**src/rtl/fgp_pkg.sv**
```systemverilog
// Package: shared address-split constants for the fetch-group predictor.
// Assumes 4-byte instructions packed four to a fetch group.
package fgp_pkg;
    localparam int INSTR_OFF_BITS  = 2;  // byte offset inside one instruction
    localparam int GROUP_SLOT_BITS = 2;  // instruction slot inside a group
    localparam int IDX_LSB         = INSTR_OFF_BITS + GROUP_SLOT_BITS;
endpackage

```
**src/rtl/fgp_index.sv**
```systemverilog
// Module: fgp_index
// Extracts the group index from a byte address. The index is the IDX_W bits
// just above the in-group offset, which matches the cache line index.
// Assumes ADDR_W > IDX_LSB + IDX_W.
module fgp_index
    import fgp_pkg::*;
#(
    parameter int ADDR_W = 32,
    parameter int IDX_W  = 6
) (
    input  logic [ADDR_W-1:0] addr,
    output logic [IDX_W-1:0]  idx
);
    localparam int IDX_MSB = IDX_LSB + IDX_W - 1;

    // Slice the group index out of the address.
    always_comb begin
        idx = addr[IDX_MSB:IDX_LSB];
    end
endmodule

```
**src/rtl/fgp_hist_bits.sv**
```systemverilog
// Module: fgp_hist_bits
// One history bit per fetch group. The read is combinational from the current
// contents, and the write lands at the clock edge, so a read and a write to
// the same entry in one cycle return the old value. Reset is synchronous and
// clears every entry.
module fgp_hist_bits #(
    parameter int IDX_W = 6
) (
    input  logic             clk,
    input  logic             rst_n,
    input  logic [IDX_W-1:0] rd_idx,
    output logic             rd_bit,
    input  logic             wr_en,
    input  logic [IDX_W-1:0] wr_idx,
    input  logic             wr_bit
);
    localparam int DEPTH = 1 << IDX_W;

    logic [DEPTH-1:0] hist_q;

    // Clear on reset; otherwise overwrite the addressed entry with the outcome.
    always_ff @(posedge clk) begin
        if (!rst_n) begin
            hist_q <= '0;
        end else if (wr_en) begin
            hist_q[wr_idx] <= wr_bit;
        end
    end

    // Read the addressed entry as it stands before this cycle's write.
    always_comb begin
        rd_bit = hist_q[rd_idx];
    end

    // the cycle after reset, every entry is clear.
    p_reset_clears_r1: assert property (@(posedge clk) disable iff (!rst_n)
        $past(!rst_n) |-> (hist_q == '0));

    // a write lands with the value written.
    p_write_lands_r4: assert property (@(posedge clk) disable iff (!rst_n)
        ($past(rst_n) && $past(wr_en)) |-> (hist_q[$past(wr_idx)] == $past(wr_bit)));

    // without a write, no entry changes.
    p_hold_no_write_r10: assert property (@(posedge clk) disable iff (!rst_n)
        ($past(rst_n) && !$past(wr_en)) |-> $stable(hist_q));
endmodule

```
**src/rtl/fetch_group_predictor.sv**
```systemverilog
// Module: fetch_group_predictor
// Predicts that each four-instruction fetch group behaves as its last resolved
// branch did. It has no tags, so groups that alias on the index share a bit.
// Assumes the caller supplies the redirect target and the branch outcome.
module fetch_group_predictor
    import fgp_pkg::*;
#(
    parameter int ADDR_W = 32,
    parameter int IDX_W  = 6
) (
    input  logic              clk,
    input  logic              rst_n,
    input  logic              fetch_valid,
    input  logic [ADDR_W-1:0] fetch_addr,
    input  logic [ADDR_W-1:0] fetch_target,
    output logic              redir_valid,
    output logic [ADDR_W-1:0] redir_addr,
    input  logic              upd_valid,
    input  logic [ADDR_W-1:0] upd_addr,
    input  logic              upd_taken
);
    logic [IDX_W-1:0] fetch_idx;
    logic [IDX_W-1:0] upd_idx;
    logic             hist_bit;

    fgp_index #(.ADDR_W(ADDR_W), .IDX_W(IDX_W)) i_fetch_index (
        .addr (fetch_addr),
        .idx  (fetch_idx)
    );

    fgp_index #(.ADDR_W(ADDR_W), .IDX_W(IDX_W)) i_upd_index (
        .addr (upd_addr),
        .idx  (upd_idx)
    );

    fgp_hist_bits #(.IDX_W(IDX_W)) i_hist (
        .clk    (clk),
        .rst_n  (rst_n),
        .rd_idx (fetch_idx),
        .rd_bit (hist_bit),
        .wr_en  (upd_valid),
        .wr_idx (upd_idx),
        .wr_bit (upd_taken)
    );

    // Raise a redirect for a valid fetch whose group bit is set; gate the target.
    always_comb begin
        redir_valid = fetch_valid & hist_bit;
        redir_addr  = redir_valid ? fetch_target : '0;
    end

    // the cycle after an update, a fetch of that group follows its outcome.
    p_follow_last_r7: assert property (@(posedge clk) disable iff (!rst_n)
        ($past(rst_n) && $past(upd_valid) && fetch_valid && (fetch_idx == $past(upd_idx)))
        |-> (redir_valid == $past(upd_taken)));
endmodule

```
**config.mk**
```make
export PLATFORM = sky130hd
export DESIGN_NAME = fetch_group_predictor
export DESIGN_NICKNAME = d
export VERILOG_FILES = /design/src/rtl/fgp_pkg.sv /design/src/rtl/fgp_index.sv /design/src/rtl/fgp_hist_bits.sv /design/src/rtl/fetch_group_predictor.sv
export SDC_FILE = /design/constraint.sdc
export NUM_CORES = 1
export LEC_CHECK = 0
export CAP_MARGIN = 10
export CORE_MARGIN = 8
export CORE_UTILIZATION = 48
export DETAILED_ROUTE_END_ITERATION = 10
export PLACE_DENSITY_LB_ADDON = 0.3
export SYNTH_ARGS = -nofsm -noshare
export SYNTH_HDL_FRONTEND = slang
export SYNTH_SLANG_ARGS = --single-unit
```
**constraint.sdc**
```tcl
create_clock -name clk -period 3.4 [get_ports clk]
set_clock_uncertainty 0.1 [all_clocks]
set_input_delay 0.68 -clock clk [delete_from_list [all_inputs] [get_ports clk]]
set_output_delay 0.68 -clock clk [all_outputs]
set_load 0.005 [all_outputs]
```
==> qor.txt <==
GP Congestion - 0.774
Seq. cell area - 0.00128 mm²
Final nets - 717
Drt pass-1 iters - 7
Sequential-to-total area share from yosys stat - 29.2%
Max Cap Viol - 0
Reg clk slew, reported paths - 70 ps
Die ar. - 0.0125 mm²
Initial DRC Count - 437
Worst reg-to-reg setup slack - 2570 ps
Synth warn - 0
Status - completed
Setup-failing EPs final - 0
R2R Path End - i_hist.hist_q[47]
Clock sink total - 64
Synth area leader - dfxtp_1
I/O pins - 134
Crit start category - input pin
Post-synth EDFFs - 0
Vias per cell - 6.14
Peak Freq - 298 MHz
Critical path data arrival time - 2580 ps
Hold EP - i_hist.hist_q[16]
Main synth FF type - dfxtp_1
I/O Buffers - 81
Clock latency on the worst-skew pair - 340 ps
Vias in the first global route - 4314
Most common cell after layout, fill and taps aside - nand2_1
Normalized max-slew margin - 60.5%
Area of the core - 0.00906 mm²
Max-slew violation count - 0
Gr usage total - 21.7%
GR Overflow Total - 0
First-pass GRT wire length - 22400 µm
Area Growth Syn to Fin - 32.3%
Area contributors post-synth - dfxtp_1, a21boi_0, nand2_1, mux4_2, o32ai_2
CTS Buffer Depth - 2
Fin Hold WS - 363 ps
Synth Register Bits - 64
CTS tree - yes
Crit path kind - input pin to output pin
Max reg flops - 64
Final Cycle Share - 98.8%
Hold Crit Depth - 2
CTS buffer count - 9
DRC Markers - 0
Worst slew pin tran - 590 ps
Crit path capture type - output pin
Most frequent cells in the layout - nand2_1, dfxtp_1, a21boi_0
Post-Syn Area - 0.00439 mm²
Top reg by flops - i_hist.hist_q
Largest regs - i_hist.hist_q x64
H-tree levels - 3
Syn Area/Cell - 8.12 µm²
Min-delay src - i_hist.hist_q[16]
Post-Synthesis Cells - 541
Die Wd - 112 µm
R2R depth - 2
Layout cells sized above 1 - 23.4%
HPWL Detailed - 8650 µm
Power Dens Cells - 326 mW/mm²
Worst EP required - 2620 ps
Final Util - 64.1%
Hold Fails Final Rpt - 0
# diodes - 0
Syn_nets - 642
Worst hold-check path type - flip-flop to flip-flop
Overall Power - 1.89 mW
P_leak - 1.97 nW
Initial Utilization - 48.5%
Synth cell types - 37
Mean routed wirelength per cell - 19.1 µm
Routed vias - 4488
Reg-to-Reg Start - i_hist.hist_q[47]
Number of routed nets with antenna violations - 0
Multi-input gate area - 0.00286 mm²
Synth top area share - 29.2%
Worst VDD drop - 0.240 mV
Minimum clock period - 3360 ps
Die H - 112 µm
Fillers - 746
Row Count - 35
Routed WL - 14000 µm
Clock Tree Root - clkbuf_8
Max FO, Critical Path - 8
Initial antenna violation count - 0
Largest net degree at the start of global routing - 67
Post-synth ARST share - 0%
metal layers:
| metal | up-vias | wire, µm | track usage (%) |
|---|---|---|---|
| li1 | 2136 | - | - |
| met3 | 29 | 916 | 4.71 |
| met2 | 171 | 6910 | 37.4 |
| met5 | - | 0 | 0 |
| met4 | 0 | 368 | 7.66 |
| met1 | 2152 | 5790 | 26.0 |
worst max-delay path: stages:
cell and delay [ps]:
clkdlybuf4s50_1 500, or3b_2 490, o22a_2 280, nand2_4 150
buf_12 150, o32ai_2 100, clkdlybuf4s15_1 220
cells in the mapped netlist (all sizes together), types with 2 or more instances:
cell type,number
or3b,4
o221ai,2
mux2,4
and4b,2
mux4,16
inv,3
nand3,40
a21boi,61
mux2i,3
nor3,2
o21ai,32
nor2,27
nand3b,6
nor2b,3
clkbuf,48
buf,14
nand4,33
nand2,120
o22a,4
dfxtp,64
nand4b,5
o32ai,32
nor3b,6
nor4bb,3
stage by stage:
stage	worst slack, ps	cells	instance area [µm²]	setup TNS, ps
6_report	40.9	731	5810	0
3_5_place_dp	-673	696	5350	-21330
5_1_grt	-10.1	731	5810	-14.9
3_3_place_gp	-646	696	5350	-20540
2_1_floorplan	352	541	4390	0
4_1_cts	21.0	730	5800	0
worst max-delay path by stage:
stage                        from        endpoint
floorplan           fetch_addr[5]   redir_addr[1]
global placement    fetch_addr[5]  redir_addr[22]
detailed placement  fetch_addr[5]  redir_addr[31]
CTS                 fetch_addr[6]  redir_addr[31]
global route        fetch_addr[8]  redir_addr[10]
finish              fetch_addr[8]  redir_addr[10]
report_power, final:
part | switching (mW) | internal [mW] | total (mW)
clock network | 0.293 | 0.392 | 0.685
registers | 0.00148 | 0.752 | 0.754
logic | 0.228 | 0.224 | 0.453
total | 0.523 | 1.37 | 1.89
kinds of logic (layout without fill, tap and decap cells):
| group | count (synthesis) | count (layout) | share of synthesized area [%] |
|---|---|---|---|
| compound gates | 132 | 132 | 25.6 |
| flops | 64 | 64 | 29.2 |
| mux | 23 | 23 | 9.91 |
| buf+inv | 65 | 144 | 6.92 |
| simple gates | 257 | 257 | 28.4 |
layout make-up:
cell class / count / area share [%]
Multi-Input combinational cell: 412 / 49.2
Timing Repair Buffer: 126 / 22.6
Sequential cell: 64 / 22.0
Clock buffer: 12 / 2.84
Tap cell: 111 / 2.39
Clock inverter: 3 / 0.689
Inverter: 3 / 0.194
what timing repair did:
item	in CTS	in global routing
buffers inserted	11	0
gates cloned	8	2
hold buffers	0	0
setup endpoints to repair	33	30
pin swaps	5	3
gates resized for setup	145	7
Power figures use the tool's default switching activity.
